===== config.mk =====
export PLATFORM = sky130hd
export DESIGN_NAME = pio_irq_ctrl
export DESIGN_NICKNAME = d
export VERILOG_FILES = /design/src/rtl/gpio_irq_pkg.sv /design/src/rtl/gpio_sync.sv /design/src/rtl/gpio_regfile.sv /design/src/rtl/gpio_edge_cap.sv /design/src/rtl/pio_irq_ctrl.sv
export SDC_FILE = /design/constraint.sdc
export NUM_CORES = 1
export LEC_CHECK = 0
export ABC_AREA = 1
export BUFFER_PORTS_ARGS = -buffer_cell sky130_fd_sc_hd__buf_4
export CAP_MARGIN = 10
export CORE_ASPECT_RATIO = 0.9
export CORE_MARGIN = 2
export CORE_UTILIZATION = 35
export DETAILED_ROUTE_END_ITERATION = 12
export SYNTH_ARGS = -nofsm -noshare
export SYNTH_HDL_FRONTEND = slang
export SYNTH_SLANG_ARGS = --single-unit

===== constraint.sdc =====
create_clock -name clk -period 1.1 [get_ports clk]
set_input_delay 0.11 -clock clk [delete_from_list [all_inputs] [get_ports clk]]
set_output_delay 0.11 -clock clk [all_outputs]
set_load 0.02 [all_outputs]

===== src/rtl/gpio_irq_pkg.sv =====
// Package: shared types for the parallel I/O port.
// Assumes a 32-bit data bus and byte addresses with word-aligned registers.
package gpio_irq_pkg;
    localparam int BUS_W  = 32;
    localparam int ADDR_W = 4;

    typedef enum logic [1:0] {
        TRIG_RISE  = 2'd0,
        TRIG_FALL  = 2'd1,
        TRIG_BOTH  = 2'd2,
        TRIG_LEVEL = 2'd3
    } trig_mode_e;

    typedef enum logic [1:0] {
        SEL_DATA = 2'd0,
        SEL_DIR  = 2'd1,
        SEL_MASK = 2'd2,
        SEL_CAP  = 2'd3
    } reg_sel_e;
endpackage


===== src/rtl/gpio_sync.sv =====
// Module: two-flop synchroniser for a vector of independent asynchronous pins.
// Assumes each bit is unrelated to the others (no bus-coherent crossing).
module gpio_sync #(
    parameter int WIDTH = 8
) (
    input  logic             clk,
    input  logic             rst_n,
    input  logic [WIDTH-1:0] async_in,
    output logic [WIDTH-1:0] sync_out
);
    logic [WIDTH-1:0] stage1_q;
    logic [WIDTH-1:0] stage2_q;

    // Purpose: shift raw levels through two flops.
    always_ff @(posedge clk) begin
        if (!rst_n) begin
            stage1_q <= '0;
            stage2_q <= '0;
        end else begin
            stage1_q <= async_in;
            stage2_q <= stage1_q;
        end
    end

    assign sync_out = stage2_q;
endmodule


===== src/rtl/gpio_regfile.sv =====
// Module: output latch, direction and interrupt-mask registers.
// Assumes the caller has already decoded the register select and cut
// the write data to the pin width.
module gpio_regfile
    import gpio_irq_pkg::*;
#(
    parameter int WIDTH = 8
) (
    input  logic             clk,
    input  logic             rst_n,
    input  logic             wr_en,
    input  reg_sel_e         wr_sel,
    input  logic [WIDTH-1:0] wr_data,
    output logic [WIDTH-1:0] out_q,
    output logic [WIDTH-1:0] dir_q,
    output logic [WIDTH-1:0] mask_q
);
    // Purpose: load the selected control register on a bus write.
    always_ff @(posedge clk) begin
        if (!rst_n) begin
            out_q  <= '0;
            dir_q  <= '0;
            mask_q <= '0;
        end else if (wr_en) begin
            case (wr_sel)
                SEL_DATA: out_q  <= wr_data;
                SEL_DIR:  dir_q  <= wr_data;
                SEL_MASK: mask_q <= wr_data;
                default:  ;
            endcase
        end
    end
endmodule


===== src/rtl/gpio_edge_cap.sv =====
// Module: per-pin edge detector and sticky capture register with
// write-one-to-clear. The trigger mode picks the detector at elaboration.
// In level mode no events are generated and the capture stays zero.
// Assumes lvl is already synchronous to clk.
module gpio_edge_cap
    import gpio_irq_pkg::*;
#(
    parameter int         WIDTH     = 8,
    parameter trig_mode_e TRIG_MODE = TRIG_RISE
) (
    input  logic             clk,
    input  logic             rst_n,
    input  logic [WIDTH-1:0] lvl,
    input  logic [WIDTH-1:0] clr,
    output logic [WIDTH-1:0] cap_q
);
    logic [WIDTH-1:0] evt;

    generate
        if (TRIG_MODE == TRIG_LEVEL) begin : g_level
            logic unused_lvl;
            assign unused_lvl = ^lvl;
            assign evt = '0;
        end else begin : g_edge
            logic [WIDTH-1:0] prev_q;

            // Purpose: remember last cycle's synchronised level.
            always_ff @(posedge clk) begin
                if (!rst_n) prev_q <= '0;
                else        prev_q <= lvl;
            end

            if (TRIG_MODE == TRIG_RISE) begin : g_rise
                assign evt = lvl & ~prev_q;
            end else if (TRIG_MODE == TRIG_FALL) begin : g_fall
                assign evt = ~lvl & prev_q;
            end else begin : g_both
                assign evt = lvl ^ prev_q;
            end
        end
    endgenerate

    // Purpose: clear written-one bits, then let new events win.
    always_ff @(posedge clk) begin
        if (!rst_n) cap_q <= '0;
        else        cap_q <= (cap_q & ~clr) | evt;
    end


    cap_set_src_chk: assert property (@(posedge clk) disable iff (!rst_n)
        1'b1 |=> ((cap_q & ~$past(cap_q)) & ~$past(evt)) == '0);


    edge_over_clr_chk: assert property (@(posedge clk) disable iff (!rst_n)
        (evt != '0) |=> ((cap_q & $past(evt)) == $past(evt)));


    w1c_clear_chk: assert property (@(posedge clk) disable iff (!rst_n)
        ((clr & ~evt) != '0) |=> ((cap_q & $past(clr & ~evt)) == '0));
endmodule


===== src/rtl/pio_irq_ctrl.sv =====
// Module: top of the parallel I/O port. It decodes the register bus,
// muxes read data, and forms the interrupt according to the trigger mode.
// Assumes 1 <= NUM_PINS <= 32. Reads are combinational; writes commit
// at the clock edge.
module pio_irq_ctrl
    import gpio_irq_pkg::*;
#(
    parameter int         NUM_PINS  = 32,
    parameter trig_mode_e TRIG_MODE = TRIG_RISE
) (
    input  logic                 clk,
    input  logic                 rst_n,
    input  logic [ADDR_W-1:0]    bus_addr,
    input  logic                 bus_wr,
    input  logic [BUS_W-1:0]     bus_wdata,
    output logic [BUS_W-1:0]     bus_rdata,
    input  logic [NUM_PINS-1:0]  pin_in,
    output logic [NUM_PINS-1:0]  pin_out,
    output logic [NUM_PINS-1:0]  pin_oe,
    output logic                 irq
);
    localparam logic [BUS_W-1:0] PIN_MASK = BUS_W'({NUM_PINS{1'b1}});

    reg_sel_e            sel;
    logic [NUM_PINS-1:0] wdata_w;
    logic [NUM_PINS-1:0] sync_lvl;
    logic [NUM_PINS-1:0] out_q, dir_q, mask_q, cap_q;
    logic [NUM_PINS-1:0] clr_w;
    logic [NUM_PINS-1:0] data_view;
    logic [NUM_PINS-1:0] rd_w;
    logic                unused_bus;

    assign sel        = reg_sel_e'(bus_addr[3:2]);
    assign wdata_w    = bus_wdata[NUM_PINS-1:0];
    assign unused_bus = ^{bus_addr[1:0], bus_wdata};
    assign clr_w      = (bus_wr && sel == SEL_CAP) ? wdata_w : '0;

    gpio_sync #(.WIDTH(NUM_PINS)) u_sync (
        .clk      (clk),
        .rst_n    (rst_n),
        .async_in (pin_in),
        .sync_out (sync_lvl)
    );

    gpio_regfile #(.WIDTH(NUM_PINS)) u_regs (
        .clk     (clk),
        .rst_n   (rst_n),
        .wr_en   (bus_wr),
        .wr_sel  (sel),
        .wr_data (wdata_w),
        .out_q   (out_q),
        .dir_q   (dir_q),
        .mask_q  (mask_q)
    );

    gpio_edge_cap #(.WIDTH(NUM_PINS), .TRIG_MODE(TRIG_MODE)) u_cap (
        .clk   (clk),
        .rst_n (rst_n),
        .lvl   (sync_lvl),
        .clr   (clr_w),
        .cap_q (cap_q)
    );

    // Purpose: merge driven values and sampled levels per pin direction.
    assign data_view = (out_q & dir_q) | (sync_lvl & ~dir_q);

    // Purpose: select read data by address.
    always_comb begin
        case (sel)
            SEL_DATA: rd_w = data_view;
            SEL_DIR:  rd_w = dir_q;
            SEL_MASK: rd_w = mask_q;
            default:  rd_w = cap_q;
        endcase
    end

    assign bus_rdata = BUS_W'(rd_w);
    assign pin_out   = out_q;
    assign pin_oe    = dir_q;

    generate
        if (TRIG_MODE == TRIG_LEVEL) begin : g_irq_level
            assign irq = |(data_view & mask_q);
        end else begin : g_irq_edge
            assign irq = |(cap_q & mask_q);


            irq_hold_chk: assert property (@(posedge clk) disable iff (!rst_n)
                (irq && !bus_wr) |=> irq);
        end
    endgenerate


    upper_zero_chk: assert property (@(posedge clk) disable iff (!rst_n)
        (bus_rdata & ~PIN_MASK) == '0);
endmodule


==> run_results.csv, run 1 <==
group,metric,value,unit
logic_synthesis,synth.yosys.seq_area_share,52.8,%
floorplanning,die_w,168,µm
routing,drt_first_pass_iters,5,
worst_setup_path,timing.critical_path.arrival,1.47,ns
worst_setup_path,reg2regPathDepth,5,
global_route,globalRoute.totalOverflow,0,
logic_synthesis,ys_ff_latch,224,
worst_hold_path,worst_hold_path_type,"input pin to flop",
timing,timing.final.crit_period,1.58,ns
global_route,grt_first_pass_wirelength,41300,µm
floorplanning,die-area,25500,µm²
clocking,cts_buffer_depth,3,
logic_synthesis,synth.net_count,1233,
timing,hold_violations,0,
worst_setup_path,critical_path.reg2reg.startpoint,"u_regs.dir_q[24]",
timing,fin_ws,-0.478,ns
worst_setup_path,critical_path_end_type,"output pin",
logic_synthesis,syn_std_cell_area,8500,µm²
logic_synthesis,synth.distinct_cells,18,
timing,fmaxAchievable,634,MHz
clocking,tritoncts_clock_tree,"yes",
power_and_ir_drop,power_per_cell_area,1480,nW/µm²
place,post_detailed_placement_cell_area,10600,µm²
worst_hold_path,worst_hold_path.endpoint,"u_sync.sync_out[18]",
global_route,track_usage,19.9,%
worst_setup_path,cp-start-kind,"flop",
worst_setup_path,crit-reg2reg-capture,"u_regs.dir_q[24]",
global_route,grt_max_degree,58,
worst_setup_path,critical_path_peak_fanout,2,
logic_synthesis,yosys_warnings,0,
timing,finClkSkew,0.00955,ns
global_route,grt_antenna_before_repair,0,
routing,avgViaCountPerCell,4.70,
timing,tightestPinTransition,0.304,ns
outcome,failed_checks,"setup timing",
finish,fillCellCount,2181,
routing,initialDrtViolationCount,529,
routing,route.final.wire_length,26300,µm
floorplanning,num_rows,54,
routing,detail_route.drc_violations,0,
global_route,grtUsageMet3,3.13,%
floorplanning,initial_utilization,35.3,%
power_and_ir_drop,max-vdd-ir-drop,0.000944,V
worst_setup_path,timing_worst_setup_path_type,"flop to output pin",
global_route,gr-usage-met1,27.2,%
flow_run,timing.max_cap.violations,0,
routing,ant_nets,0,
place,routabilityCongestion,0.781,
worst_setup_path,worst-r2r-setup-slack,0.18,ns
clocking,cts-htree-levels,1,
floorplanning,core,24100,µm²
clocking,clock-root-buffer,"clkbuf_16",
logic_synthesis,synth_area_per_cell,7.31,µm²
routing,post_drt_wl_per_cell,14.7,µm
floorplanning,die_height,152,µm
global_route,grt_pass1_vias,7967,
worst_hold_path,holdPathStages,4,
logic_synthesis,post_synthesis_cells,1162,
worst_setup_path,worst_ep_required_time,0.99,ns
finish,summed_area_of_non_filler_cells_in_the_final_layout,13300,µm²
timing,worst_hold_slack,0.0240,ns
timing,timing.final.setup_violations,71,
worst_hold_path,min_from,"rst_n",
timing,rsz_0062_raised_after_global_routing,"yes",
finish,nNetsFinal,1535,
finish,flow.area_growth_from_synthesis,56.2,%
timing,slew_headroom,79.7,%
timing,final.period_utilization,143,%
clocking,cts_num_sinks,224,
floorplanning,number_of_top_level_pins,168,
timing,timing.final.max_slew_violations,0,
clocking,path_clk_slew,0.06,ns
clocking,insertion_delay,0.52,ns
place,portBuffers,165,
place,dpl.hpwl,17000,µm
clocking,cts_inserted_buffers,25,
global_route,grt-busiest-layer,"met2",
finish,final_layout_size_suffix_gt1_share,34.1,%
timing,final_tns_setup,-14.97,ns
finish,n_antenna_cell,0,
outcome,status,"finished, violations left",
global_route,grt.met2_usage,32.9,%
power_and_ir_drop,power_leakage,6.16,nW
routing,dr_total_vias,8412,
[registers in the layout (all words and copies together), names as in the netlist]
name / cells
u_cap.g_edge.prev_q: 32
u_sync.sync_out: 32
u_regs.dir_q: 32
u_sync.stage1_q: 32
u_regs.out_q: 32
u_regs.mask_q: 32
u_cap.cap_q: 32
[critical path, stage by stage (launching register included)]
cell	delay [ns]
dfxtp_1	0.31
nand2_2	0.09
nand2_4	0.06
nor2_4	0.13
nand2_2	0.06
nor2_2	0.09
nand2_1	0.06
buf_6	0.13
[cells in the final DEF, fill, tap and decap left out]
master / instances
clkbuf_8: 5
nand2_1: 307
inv_6: 1
clkinv_2: 4
nor2_1: 63
o2111ai_1: 1
inv_2: 4
nand2_4: 3
clkbuf_1: 5
dfxtp_4: 18
buf_4: 141
clkbuf_16: 26
inv_1: 151
buf_6: 112
nand2_2: 27
dlymetal6s4s_1: 1
bufinv_16: 2
o2111ai_2: 21
dfxtp_1: 116
clkinv_1: 1
buf_12: 15
nand3_1: 64
nor2_2: 26
o21ai_0: 85
dlygate4sd3_1: 64
nand3_4: 1
dfxtp_2: 90
a21oi_1: 86
nor2_4: 8
clkinvlp_4: 1
nand4_1: 10
o21ai_1: 21
[worst max-delay path by stage]
stage                           start  slack, ns  cells after the start       endpoint
floorplan            u_regs.dir_q[10]       0.02                      2  bus_rdata[10]
global placement          bus_addr[2]      -0.11                      6  bus_rdata[24]
detailed placement        bus_addr[2]      -0.14                      6  bus_rdata[24]
CTS                  u_regs.mask_q[3]      -0.49                      7            irq
global route        u_regs.mask_q[30]      -0.58                      7            irq
finish              u_regs.mask_q[24]      -0.48                      7            irq
[cell type report]
type	count	area (µm²)	area share, %
Sequential cell	224	4660	35.1
Multi-Input combinational cell	723	3530	26.6
Timing Repair Buffer	334	3300	24.8
Clock buffer	35	713	5.37
Inverter	156	586	4.41
Tap cell	308	385	2.90
Clock inverter	8	96.3	0.726
[through the flow]
stage	total power, W	setup WS (ns)	instances	utilization [%]
floorplan	0.00987	0.0233	1162	-
global placement	0.0110	-0.115	1645	44.1
detailed placement	0.0110	-0.139	1645	44.1
CTS	0.0197	-0.493	1777	53.7
global route	0.0205	-0.583	1788	55.2
finish	0.0196	-0.478	1788	55.2
[power breakdown]
part | total, W | switching (W) | leakage (nW) | internal, W
Clock | 0.00824 | 0.00328 | 0.399 | 0.00496
Sequential | 0.00875 | 0.000251 | 1.89 | 0.00850
Combinational | 0.00263 | 0.00135 | 3.87 | 0.00129
Total | 0.0196 | 0.00488 | 6.16 | 0.0147
[what timing repair did]
| item | CTS | global route |
|---|---|---|
| setup buffers | 24 | 14 |
| hold endpoints to repair | 160 | 0 |
| hold buffers | 65 | 0 |
| pin swaps | 82 | 48 |
| gates cloned | 0 | 1 |
| setup endpoints to repair | 97 | 145 |
| resized for setup | 242 | 102 |
[cell usage after synthesis (all sizes together)]
cell type | instances | area, µm²
nand2 | 337 | 1260
dfxtp | 224 | 4480
inv | 155 | 582
o21ai | 106 | 531
nor2 | 97 | 374
a21oi | 86 | 430
nand3 | 65 | 330
clkbuf | 36 | 135
buf | 23 | 108
o2111ai | 22 | 193
nand4 | 10 | 62.6
clkinv | 1 | 3.75
[logic make-up after synthesis]
family	synth area share (%)
AND/OR/NAND/NOR	23.9
flip-flops	52.8
buffers and inverters	9.75
AO/OA/AOI/OAI	13.6
[per-layer routing]
layer / part of all wire (%) / vias up / wire (µm)
li1: - / 4273 / -
met1: 45 / 3862 / 11900
met2: 47 / 234 / 12400
met3: 5.1 / 43 / 1330
met4: 2.5 / 0 / 656
met5: 0 / - / 0
Note: power is estimated with default switching activity, not from simulation.
==> run 2: changes to the inputs <==
- SYNTH_HIERARCHICAL: not set -> 1
==> run_results.csv, run 2 <==
group,metric,value,unit
outcome,status,"finished, violations left",
outcome,failed_checks,"setup timing",
logic_synthesis,post_synth_top_area_cell,"dfxtp_1",
global_route,grt_antenna_before_repair,0,
routing,drt_first_pass_iters,7,
worst_setup_path,critical_path_end_type,"output pin",
logic_synthesis,synth.distinct_cells,20,
timing,rsz_0062_raised_after_global_routing,"yes",
logic_synthesis,count_of_flip_flops_with_a_built_in_enable_after_synthesis,0,
place,routabilityCongestion,0.810,
finish,flow.area_growth_from_synthesis,49.7,%
clocking,clock-root-buffer,"clkbuf_16",
logic_synthesis,synth.yosys.seq_area_share,45.4,%
logic_synthesis,synthDominantCellAreaShare,45.4,%
global_route,globalRoute.totalOverflow,0,
timing,timing.final.setup_violations,93,
global_route,grt_max_degree,45,
logic_synthesis,yosys_warnings,6,
clocking,insertion_delay,0.53,ns
floorplanning,number_of_top_level_pins,168,
place,portBuffers,165,
clocking,cts-htree-levels,1,
worst_setup_path,worst_ep_required_time,0.99,ns
flow_run,timing.max_cap.violations,0,
logic_synthesis,ys_ff_latch,224,
timing,timing.final.max_slew_violations,0,
logic_synthesis,synth_area_per_cell,6.64,µm²
timing,hold_violations,0,
clocking,path_clk_slew,0.06,ns
finish,nNetsFinal,1896,
global_route,track_usage,18.8,%
finish,final_cells,2201,
floorplanning,die-area,29600,µm²
finish,n_antenna_cell,0,
global_route,grt_first_pass_wirelength,45200,µm
finish,final_layout_size_suffix_gt1_share,27.6,%
finish,fillCellCount,2627,
finish,mostFrequentLayoutCells,"nand2_1, inv_1, nor2_1, buf_4, buf_6",
logic_synthesis,synth.top_cells.by_count,"nand2_1, inv_1, dfxtp_1",
routing,avgViaCountPerCell,4.37,
clocking,cts_buffer_depth,3,
routing,ant_nets,0,
timing,finClkSkew,0.0102,ns
clocking,tritoncts_clock_tree,"yes",
worst_setup_path,critical_path_peak_fanout,2,
timing,fmaxAchievable,635,MHz
worst_setup_path,timing.critical_path.arrival,1.46,ns
floorplanning,initial_utilization,35.5,%
clocking,cts_num_sinks,224,
floorplanning,num_rows,58,
finish,finish.utilization,53.1,%
logic_synthesis,synth-main-ff-cell,"dfxtp_1",
floorplanning,die_height,163,µm
routing,route.final.wire_length,28600,µm
logic_synthesis,post-synth-top-count-cell,"nand2_1",
timing,worst_hold_slack,0.113,ns
global_route,grt_pass1_vias,9022,
logic_synthesis,post_synthesis_cells,1488,
logic_synthesis,syn_std_cell_area,9880,µm²
floorplanning,die_w,181,µm
power_and_ir_drop,power_per_cell_area,1400,nW/µm²
routing,post_drt_wl_per_cell,13.0,µm
finish,layout_commonest_cell,"nand2_1",
worst_setup_path,timing_worst_setup_path_type,"flop to output pin",
worst_hold_path,worst_hold_path_type,"input pin to flop",
routing,dr_total_vias,9609,
place,dpl.cell_count,2018,
power_and_ir_drop,max-vdd-ir-drop,0.00102,V
logic_synthesis,synth.top_cells.by_area,"dfxtp_1, nand2_1, inv_1",
place,dpl.hpwl,18300,µm
clocking,cts_inserted_buffers,25,
routing,detail_route.drc_violations,0,
timing,slew_headroom,71.4,%
timing,final.period_utilization,143,%
floorplanning,core,27900,µm²
timing,timing.final.crit_period,1.57,ns
logic_synthesis,share_of_async_settable_or_async_resettable_flops_after_synthesis,0,%
timing,fin_ws,-0.474,ns
logic_synthesis,synth.net_count,1559,
timing,tightestPinTransition,0.427,ns
worst_setup_path,cp-start-kind,"flop",
routing,initialDrtViolationCount,586,
power_and_ir_drop,power_leakage,7.80,nW
==> run 2: cell count changes in the layout (fill, tap and decap cells not counted), sizes merged, moves of 22 or more <==
cell and delta:
o21ai -96, inv +170, buf +41, nor2 +108, o211ai +27, nand2 +125, nand3 +33, a21oi -54
o2111ai -22
==> run 2: cells by family after synthesis <==
| family | share of synthesized area, % |
|---|---|
| buffers and inverters | 17.3 |
| AO/OA/AOI/OAI | 4.56 |
| AND/OR/NAND/NOR | 32.8 |
| flip-flops | 45.4 |
==> run 2: through the flow <==
step                setup slack (ns)  total power (W)  TNS, ns  area, µm²
floorplan                      0.112           0.0103        0       9880
global placement              -0.129           0.0114    -2.45      11900
detailed placement            -0.139           0.0115    -3.34      11900
CTS                           -0.496           0.0208   -17.94      14400
global route                  -0.588           0.0216   -22.02      14800
finish                        -0.474           0.0207   -17.21      14800
==> run 2: worst paths after layout <==
| path | start | end | slack (ns) | depth (start not counted) |
|---|---|---|---|---|
| max | u_cap/cap_q[1] | irq | -0.47 | 7 |
| min | rst_n | u_regs/mask_q[2] | 0.11 | 4 |
| min reg2reg | u_sync/stage1_q[13] | u_sync/sync_out[13] | 0.40 | 2 |
| max reg2reg | u_regs/out_q[16] | u_regs/out_q[16] | 0.16 | 5 |
==> run 2: timing repair <==
action / CTS / global route
hold buffers: 68 / 0
buffers inserted: 48 / 34
resized for setup: 242 / 84
setup endpoints to repair: 97 / 97
pin swaps: 65 / 45
hold endpoints to repair: 162 / 0
==> run 2: power by group <==
group | switching [W] | leakage (nW) | internal (W)
clock | 0.00333 | 0.423 | 0.00543
combinational | 0.00161 | 5.49 | 0.00155
sequential | 0.000276 | 1.89 | 0.00852
total | 0.00522 | 7.80 | 0.0155
==> run 2: worst max-delay path, cell delays in order, from the launching register on <==
cell and delay (ns):
dfxtp_1 0.31, nand2_1 0.08, nand2_2 0.10, nor2_4 0.12
nand2_1 0.06, nor2_1 0.08, nand2_1 0.07, buf_6 0.14
==> run 2: area by class of cell <==
class	count	area, µm²	share of cell area [%]
Clock buffer	35	713	4.82
Clock inverter	8	144	0.973
Inverter	325	1220	8.25
Multi-Input combinational cell	871	3790	25.6
Sequential cell	224	4680	31.6
Tap cell	360	450	3.04
Timing Repair Buffer	378	3800	25.7
==> run 2: per-layer routing <==
layer | global-route usage, % | vias to the layer above | routed length [µm]
li1 | - | 5055 | -
met1 | 24.4 | 4311 | 13400
met2 | 33.0 | 209 | 13400
met3 | 2.88 | 34 | 1240
met4 | 4.25 | 0 | 527
met5 | 0 | - | 0
